`config.mk`:
```
export PLATFORM = sky130hd
export DESIGN_NAME = csync_coast
export DESIGN_NICKNAME = d
export VERILOG_FILES = /design/src/rtl/csc_pkg.sv /design/src/rtl/act_mon.sv /design/src/rtl/pol_mon.sv /design/src/rtl/sep_width.sv /design/src/rtl/coast_gen.sv /design/src/rtl/csync_coast.sv
export SDC_FILE = /design/constraint.sdc
export NUM_CORES = 1
export LEC_CHECK = 0
export ABC_AREA = 1
export BUFFER_PORTS_ARGS = -buffer_cell sky130_fd_sc_hd__buf_2
export CORE_UTILIZATION = 45
export CTS_BUF_LIST = sky130_fd_sc_hd__clkbuf_2
export DETAILED_ROUTE_END_ITERATION = 10
export PLACE_DENSITY = 0.59
export SYNTH_ARGS = -nofsm -noshare
export SYNTH_HDL_FRONTEND = slang
export SYNTH_SLANG_ARGS = --single-unit
```
`constraint.sdc`:
```
create_clock -name clk -period 3 [get_ports clk]
set_input_delay 0.3 -clock clk [delete_from_list [all_inputs] [get_ports clk]]
set_output_delay 0.3 -clock clk [all_outputs]
set_load 0.1 [all_outputs]
```
`src/rtl/csc_pkg.sv`:
```
package csc_pkg;
    // vertical sync source feeding the coast window
    typedef enum logic {VSRC_PIN = 1'b0, VSRC_SEP = 1'b1} vsrc_sel_e;
    // coast output source
    typedef enum logic {CST_PIN = 1'b0, CST_VSYNC = 1'b1} cst_sel_e;
endpackage

```
`src/rtl/act_mon.sv`:
```
module act_mon #(
    parameter int WIN = 8192
) (
    input  logic clk,
    input  logic rst_n,
    input  logic sig,
    output logic act
);
    localparam int CW = (WIN > 1) ? $clog2(WIN) : 1;

    typedef struct packed {
        logic          prev;
        logic          act;
        logic [CW-1:0] cnt;
    } st_t;

    st_t s_d, s_q;

    always_comb begin
        s_d      = s_q;
        s_d.prev = sig;
        if (sig != s_q.prev) begin
            s_d.act = 1'b1;
            s_d.cnt = '0;
        end else if (s_q.cnt == CW'(WIN - 1)) begin
            s_d.act = 1'b0;
        end else begin
            s_d.cnt = s_q.cnt + 1'b1;
        end
    end

    always_ff @(posedge clk or negedge rst_n) begin
        if (!rst_n) s_q <= '0;
        else        s_q <= s_d;
    end

    assign act = s_q.act;
endmodule

```
`src/rtl/pol_mon.sv`:
```
module pol_mon #(
    parameter int CW = 12
) (
    input  logic clk,
    input  logic rst_n,
    input  logic sig,
    output logic pol
);
    typedef struct packed {
        logic          prev;
        logic          pol;
        logic [CW-1:0] hi;
        logic [CW-1:0] lo;
    } st_t;

    st_t s_d, s_q;

    always_comb begin
        s_d      = s_q;
        s_d.prev = sig;
        if (sig && !s_q.prev) begin
            // period closed: the shorter level is the pulse
            s_d.pol = (s_q.hi < s_q.lo);
            s_d.hi  = CW'(1);
            s_d.lo  = '0;
        end else if (sig) begin
            if (s_q.hi != '1) s_d.hi = s_q.hi + 1'b1;
        end else begin
            if (s_q.lo != '1) s_d.lo = s_q.lo + 1'b1;
        end
    end

    always_ff @(posedge clk or negedge rst_n) begin
        if (!rst_n) s_q <= '{prev: 1'b0, pol: 1'b1, hi: '0, lo: '0};
        else        s_q <= s_d;
    end

    assign pol = s_q.pol;
endmodule

```
`src/rtl/sep_width.sv`:
```
module sep_width #(
    parameter int TW = 8
) (
    input  logic          clk,
    input  logic          rst_n,
    input  logic          tick,
    input  logic          lvl,
    input  logic [TW-1:0] thresh,
    output logic          vs
);
    typedef struct packed {
        logic [TW-1:0] cnt;
        logic          vs;
    } st_t;

    st_t s_d, s_q;

    always_comb begin
        s_d = s_q;
        if (!lvl) begin
            s_d.cnt = '0;
        end else if (tick && s_q.cnt != '1) begin
            s_d.cnt = s_q.cnt + 1'b1;
        end
        s_d.vs = lvl && (s_d.cnt > thresh);
    end

    always_ff @(posedge clk or negedge rst_n) begin
        if (!rst_n) s_q <= '0;
        else        s_q <= s_d;
    end

    assign vs = s_q.vs;
endmodule

```
`src/rtl/coast_gen.sv`:
```
module coast_gen #(
    parameter int LW = 11,
    parameter int PW = 8
) (
    input  logic          clk,
    input  logic          rst_n,
    input  logic          hs_lvl,
    input  logic          vsrc,
    input  logic [PW-1:0] pre,
    input  logic [PW-1:0] post,
    output logic          win
);
    typedef struct packed {
        logic          hs_prev;
        logic          vs_prev;
        logic [LW-1:0] line_cnt;
        logic [LW-1:0] frame_len;
        logic          seen;
        logic          ok;
        logic          pre_win;
        logic          post_win;
        logic [PW-1:0] post_cnt;
        logic          win;
    } st_t;

    st_t  s_d, s_q;
    logic lead, vrise, vfall;

    always_comb begin
        lead      = hs_lvl && !s_q.hs_prev;
        vrise     = vsrc && !s_q.vs_prev;
        vfall     = !vsrc && s_q.vs_prev;
        s_d       = s_q;
        s_d.hs_prev = hs_lvl;
        s_d.vs_prev = vsrc;
        if (vrise) begin
            s_d.frame_len = s_q.line_cnt;
            s_d.ok        = s_q.seen;
            s_d.seen      = 1'b1;
            s_d.line_cnt  = '0;
            s_d.pre_win   = 1'b0;
            s_d.post_win  = 1'b0;
        end else begin
            if (lead && s_q.line_cnt != '1) s_d.line_cnt = s_q.line_cnt + 1'b1;
            if (s_q.ok && pre != '0 && LW'(pre) <= s_q.frame_len &&
                s_q.line_cnt >= s_q.frame_len - LW'(pre))
                s_d.pre_win = 1'b1;
            if (vfall) begin
                s_d.post_win = (post != '0);
                s_d.post_cnt = '0;
            end else if (s_q.post_win && lead) begin
                s_d.post_cnt = s_q.post_cnt + 1'b1;
                if (s_q.post_cnt + PW'(1) >= post) s_d.post_win = 1'b0;
            end
        end
        s_d.win = s_d.pre_win || s_d.post_win || vsrc;
    end

    always_ff @(posedge clk or negedge rst_n) begin
        if (!rst_n) s_q <= '0;
        else        s_q <= s_d;
    end

    assign win = s_q.win;
endmodule

```
`src/rtl/csync_coast.sv`:
```
module csync_coast
    import csc_pkg::*;
#(
    parameter int TH_W    = 8,
    parameter int LINE_W  = 11,
    parameter int CNT_W   = 8,
    parameter int ACT_WIN = 8192,
    parameter int POL_W   = 12
) (
    input  logic             clk,
    input  logic             rst_n,
    input  logic             tick_5m,
    input  logic             hs_in,
    input  logic             vs_in,
    input  logic             sog_in,
    input  logic             coast_pin,
    input  logic [TH_W-1:0]  sep_thresh,
    input  logic [CNT_W-1:0] pre_lines,
    input  logic [CNT_W-1:0] post_lines,
    input  logic             vs_sel_sep,
    input  logic             coast_sel_vs,
    input  logic             coast_pol,
    output logic             sep_vs,
    output logic             coast,
    output logic [2:0]       sync_act,
    output logic [2:0]       sync_pol
);
    localparam int NMON = 3;

    logic [NMON-1:0] act_src, pol_src;
    logic            hs_lvl, vs_lvl, vsrc, win;
    logic            pin_d, pin_q;
    vsrc_sel_e       vsel;
    cst_sel_e        csel;

    assign act_src = {sog_in, vs_in, hs_in};
    assign pol_src = {coast_pin, vs_in, hs_in};

    for (genvar i = 0; i < NMON; i++) begin : g_mon
        act_mon #(.WIN(ACT_WIN)) u_act (
            .clk(clk), .rst_n(rst_n), .sig(act_src[i]), .act(sync_act[i])
        );
        pol_mon #(.CW(POL_W)) u_pol (
            .clk(clk), .rst_n(rst_n), .sig(pol_src[i]), .pol(sync_pol[i])
        );
    end

    assign hs_lvl = sync_pol[0] ? hs_in : !hs_in;
    assign vs_lvl = sync_pol[1] ? vs_in : !vs_in;
    assign vsel   = vsrc_sel_e'(vs_sel_sep);
    assign csel   = cst_sel_e'(coast_sel_vs);
    assign vsrc   = (vsel == VSRC_SEP) ? sep_vs : vs_lvl;

    sep_width #(.TW(TH_W)) u_sep (
        .clk(clk), .rst_n(rst_n), .tick(tick_5m), .lvl(hs_lvl),
        .thresh(sep_thresh), .vs(sep_vs)
    );

    coast_gen #(.LW(LINE_W), .PW(CNT_W)) u_cg (
        .clk(clk), .rst_n(rst_n), .hs_lvl(hs_lvl), .vsrc(vsrc),
        .pre(pre_lines), .post(post_lines), .win(win)
    );

    always_comb pin_d = (coast_pin == coast_pol);

    always_ff @(posedge clk or negedge rst_n) begin
        if (!rst_n) pin_q <= 1'b0;
        else        pin_q <= pin_d;
    end

    assign coast = (csel == CST_VSYNC) ? win : pin_q;
endmodule

```
Word level (Yosys, flattened, before mapping)
Cells that the tools add are included.
{"block": "word_totals", "reg_bits": 168, "latch_bits": 0, "ram_bits": 0, "romBits": 0, "input_bits": 34, "out_inout_bits": 8, "elab_cells": 157, "memories": 0}
{"block": "op_classes", "addsub": 13, "mul": 0, "div_mod_pow": 0, "magnitude_cmp": 7, "eq_ne": 21, "n_shift": 0, "n_mux": 37, "n_bitwise": 1, "n_reduce_logical": 46}
{"cell": "2-to-1 mux 12 bit", "count": 12}
{"cell": "adder 12 x 1 -> 12 bit (second input constant)", "count": 6}
{"cell": "2-to-1 mux 24 bit", "count": 3}
{"cell": "!= test 12 bit (second input constant)", "count": 6}
{"cell": "2-to-1 mux 14 bit", "count": 3}
{"cell": "adder 13 x 1 -> 13 bit (second input constant)", "count": 3}
{"cell": "== test 13 bit (second input constant)", "count": 3}
{"cell": "2-to-1 mux 13 bit", "count": 3}
{"cell": "< comparator 12 bit", "count": 3}
{"cell": "nonzero test 2 bit", "count": 14}
{"cell": "2-to-1 mux 11 bit", "count": 2}
{"cell": "2-to-1 mux 9 bit", "count": 2}
{"cell": "adder 8 x 1 -> 8 bit (second input constant)", "count": 2}
{"cell": "2-to-1 mux 8 bit", "count": 2}
{"cell": "nonzero test 8 bit", "count": 2}
{"cell": "AND reduction 2 bit", "count": 7}
{"cell": "logical AND 1 bit", "count": 13}
{"cell": "!= test 2 x 1 -> 1 bit (second input constant)", "count": 6}
{"cell": "adder 11 x 1 -> 11 bit (second input constant)", "count": 1}
{"cell": ">= comparator 11 bit", "count": 1}
{"cell": "<= comparator 8 x 11 -> 1 bit", "count": 1}
{"cell": "!= test 11 bit (second input constant)", "count": 1}
{"cell": "subtractor 11 x 8 -> 11 bit", "count": 1}
{"cell": "2-to-1 mux 1 bit", "count": 9}
{"cell": "other kinds (9)", "count": 19}

Depth between registers and ports, before layout
{"block": "logic_depth", "word_depth": 9, "mapped_depth": 21, "depth_no_buf": 21}

Cells and area by module
Synthesis repeated with hierarchy kept, for this count alone.
{"block": "hier_totals", "cells_unflattened": 1557, "area_unflattened_um2": 11513.5}
{"module": "pol_mon", "n_inst": 3, "cells_per_inst": 252, "area_each_um2": 1791.7}
{"module": "coast_gen", "n_inst": 1, "cells_per_inst": 354, "area_each_um2": 2655.0}
{"module": "act_mon", "n_inst": 3, "cells_per_inst": 107, "area_each_um2": 875.8}
{"module": "sep_width", "n_inst": 1, "cells_per_inst": 112, "area_each_um2": 769.5}
{"module": "csync_coast", "n_inst": 1, "cells_per_inst": 14, "area_each_um2": 86.3}

Worst setup path after synthesis
No wires, ideal clock.
{"block": "synth_timing", "path_type": "reg-to-reg", "startpoint": "register u_cg.s_q[13] (netlist name)", "endpoint": "register u_cg.s_q, in the netlist u_cg.win", "arrival_ns": 2.480, "slack_ns": 0.401, "path_stages_with_launch": 22, "path_cell_list": "dfrtp_1 -> inv_1 -> ha_1 -> inv_1 -> fa_1 -> nand3_1 -> nand2_1 -> a21oi_1 -> o21ai_0 -> nor2_1 -> xnor2_1 -> ha_1 -> nand2_1 -> inv_1 -> nand2_1 -> nand2_1 -> a21oi_1 -> nand2_1 -> nand3_1 -> nand2_1 -> nor2_1 -> nand2_1"}
{"item": "start, declared", "line_no": "coast_gen.sv:26", "rtl": "st_t s_d, s_q;"}
{"item": "start signal, assigned", "line_no": "coast_gen.sv:60", "rtl": "if (!rst_n) s_q <= '0;"}
{"item": "start signal, assigned", "line_no": "coast_gen.sv:61", "rtl": "else s_q <= s_d;"}

==> impl_metrics.ini <==
[timing]
hold_viol_final = 0
rsz0062_at_grt = no
finalCriticalPeriod_ns = 2.75
worst_pin_slew_ns = 0.604
finalClockSkew_ns = 0.0521
slew_violations = 0
fin_crit_sh = 0.917
tns_ns = 0
fmax_mhz = 364
finalSetupViolations = 0
maxSlewHeadroom = 0.597

[layout]
nNetsFinal = 1531
area_delta_synth_final_pct = 7.99
final_layout_size_suffix_gt1_frac = 0.0855
postLayoutCellArea_um2 = 11400

[synthesis]
ys_ff_latch = 168
synth_top_cell_area_share = 0.390
syn-num-nets = 1476
yosys_warnings = 0
ys.flop_type = dfrtp_1
synth_cell_types = 51
synth_edf_count = 0
synthTopCellsByArea = dfrtp_1, nand2_1, ha_1
synth-async-reset-ratio = 1.00
synth_area_um2 = 10600
ys_seq_area_frac = 0.397
synth_commonest_cells = nand2_1, inv_1, dfrtp_1
syn_avg_cell_area_um2 = 7.80
synth.most_common_cell = nand2_1
yosysTopAreaCell = dfrtp_1
syn_inst = 1359

[floorplan]
start_util = 0.464
ios = 42
core_um2 = 22800
fp.dieW_um = 155
die_area_um2 = 24200
rows = 55
die_h_um = 155

[global_routing]
grt_antenna_before_repair = 1
grt_pass1_wl_um = 38700
gr-usage-all-layers = 0.197
grt_max_degree = 64
grt_pass1_vias = 8185
overflow = 0

[cts]
cts_tree = yes
root_buffer = clkbuf_2
path_clk_slew_ns = 0.29
worstSkewPairLatency_ns = 0.76
numClockSinks = 168
htree_levels = 4
cts_buffers = 17
clk_path_buf_depth = 2
cts_setup_buffers = 0

[detailed_routing]
drtAntennaViolNets = 0
route.vias.total = 8733
vias_per_cell = 5.02
firstDrtPassIters = 5
routedWlPerCell_um = 12.7
drc_errors = 0
first_iter_violations = 470
drt_wl_total_um = 22100

[run]
cap_viol_max_count = 0

[run_status]
status = complete, no violations

[pwr]
vdd_drop_max_mv = 0.381
power.density_nw_per_um2 = 479
power_leakage_uw = 0.00559

[worst_setup_path]
startpoint_type = flop
cp_max_fo = 3
worstSetupPathType = reg -> reg
worstPathRequired_ns = 3.66
worstPathArrival_ns = 3.41
critPathCaptureType = flop

[placed_design]
place.gp.congestion = 0.855
postPlaceCellArea_um2 = 11100
hpwl_um = 16600
portBuffers = 41

[min_path]
hold_class = in -> async
[worst max-delay path, cell delays in order, from the launching register on]
cell and delay, ns:
dfrtp_1 0.42, inv_1 0.05, ha_1 0.12, inv_1 0.06
fa_2 0.35, nand3_1 0.08, nand2_1 0.11, a21oi_1 0.15
o21ai_1 0.10, nor2_1 0.14, xnor2_1 0.13, ha_1 0.26
nand2_1 0.09, inv_1 0.05, nand2_1 0.06, nand2_1 0.05
a21oi_1 0.11, nand2_1 0.06, nand3_1 0.09, nand2_1 0.06
nor2_1 0.08, nand2_1 0.05
[stage by stage]
step / cells / hold WS [ns] / power, µW / setup WS (ns) / util
3_3_place_gp: 1696 / 0.343 / 4360 / 0.213 / 0.486
4_1_cts: 1740 / 0.00958 / 5580 / 0.152 / 0.501
6_report: 1741 / 0.0570 / 5480 / 0.249 / 0.501
2_1_floorplan: 1359 / 0.00441 / 3970 / 0.401 / -
3_5_place_dp: 1696 / 0.346 / 4380 / 0.160 / 0.486
5_1_grt: 1741 / 0.0159 / 5940 / 0.0202 / 0.501
[flip-flops by register name, summed over array words and instances, names as in the netlist]
register	count
g_mon.u_act.act	3
g_mon.u_act.s_q	40
g_mon.u_pol.pol	3
g_mon.u_pol.s_q	75
pin_q	1
u_cg.s_q	36
u_cg.win	1
u_sep.s_q	8
u_sep.vs	1
[path summary, 6_finish.rpt]
| path | cells past startpoint | endpoint | slack, ns | startpoint |
|---|---|---|---|---|
| min | 2 | g_mon[2].u_pol.s_q[1] | 0.06 | rst_n |
| max in group asynchronous | 3 | g_mon[1].u_pol.pol | 2.00 | rst_n |
| min reg2reg | 2 | u_cg.s_q[12] | 0.49 | u_cg.s_q[12] |
| max reg2reg | 21 | u_cg.win | 0.25 | u_cg.s_q[13] |
| min in group clk | 5 | u_sep.vs | 0.12 | sep_thresh[7] |
| max | 21 | u_cg.win | 0.25 | u_cg.s_q[13] |
[cell families after synthesis]
family                   Yosys count  synth area share
adder cells (fa/ha/maj)           83            0.0987
AND/OR/NAND/NOR                  612             0.253
XOR/XNOR                          60            0.0503
flip-flops                       168             0.397
multiplexers                       2           0.00201
AO/OA/AOI/OAI                    211             0.113
buffers and inverters            223            0.0856
[power by group]
group	switching, µW	internal [µW]	leakage [µW]
registers	239	2510	0.00225
logic	1060	530	0.00322
clock network	845	301	0.000124
total	2150	3340	0.00559
[placed cells by master, fill, tap and decap left out, types with 7 or more instances in the layout]
cell and n:
xor2_1 45, clkbuf_2 17, nor4_1 8, nand2_2 8, inv_1 192, nor3_1 40, xnor2_1 14, nand2_1 305
nor2_1 101, nand4_1 31, nand3_1 95, o31ai_1 21, a21oi_1 60, nor2_2 7, dfrtp_1 165, ha_1 82
dlygate4sd3_1 12, a31oi_1 9, o21ai_1 10, o21ai_0 86, buf_2 40
[final cells by class]
class	count	area, µm²
Antenna cell	1	2.50
Clock buffer	17	85.1
Clock inverter	15	126
Multi-Input combinational cell	968	5490
Sequential cell	168	4210
Fill cell	2251	11400
Inverter	199	749
Timing Repair Buffer	60	397
Tap cell	313	392
[routing by layer]
metal	wire length, µm	track usage	vias to the layer above
met1	11400	0.273	4061
met5	0	0	-
met3	440	0.0301	21
met4	274	0.0579	0
li1	-	-	4589
met2	10100	0.319	62
[what timing repair did]
| action | in CTS | in global routing |
|---|---|---|
| hold buffers | 12 | 0 |
| hold endpoints to repair | 151 | 0 |
| gates resized for setup | 0 | 2 |
| endpoints found under the setup margin | 0 | 2 |
No activity file was read; power rests on OpenSTA's default activity.
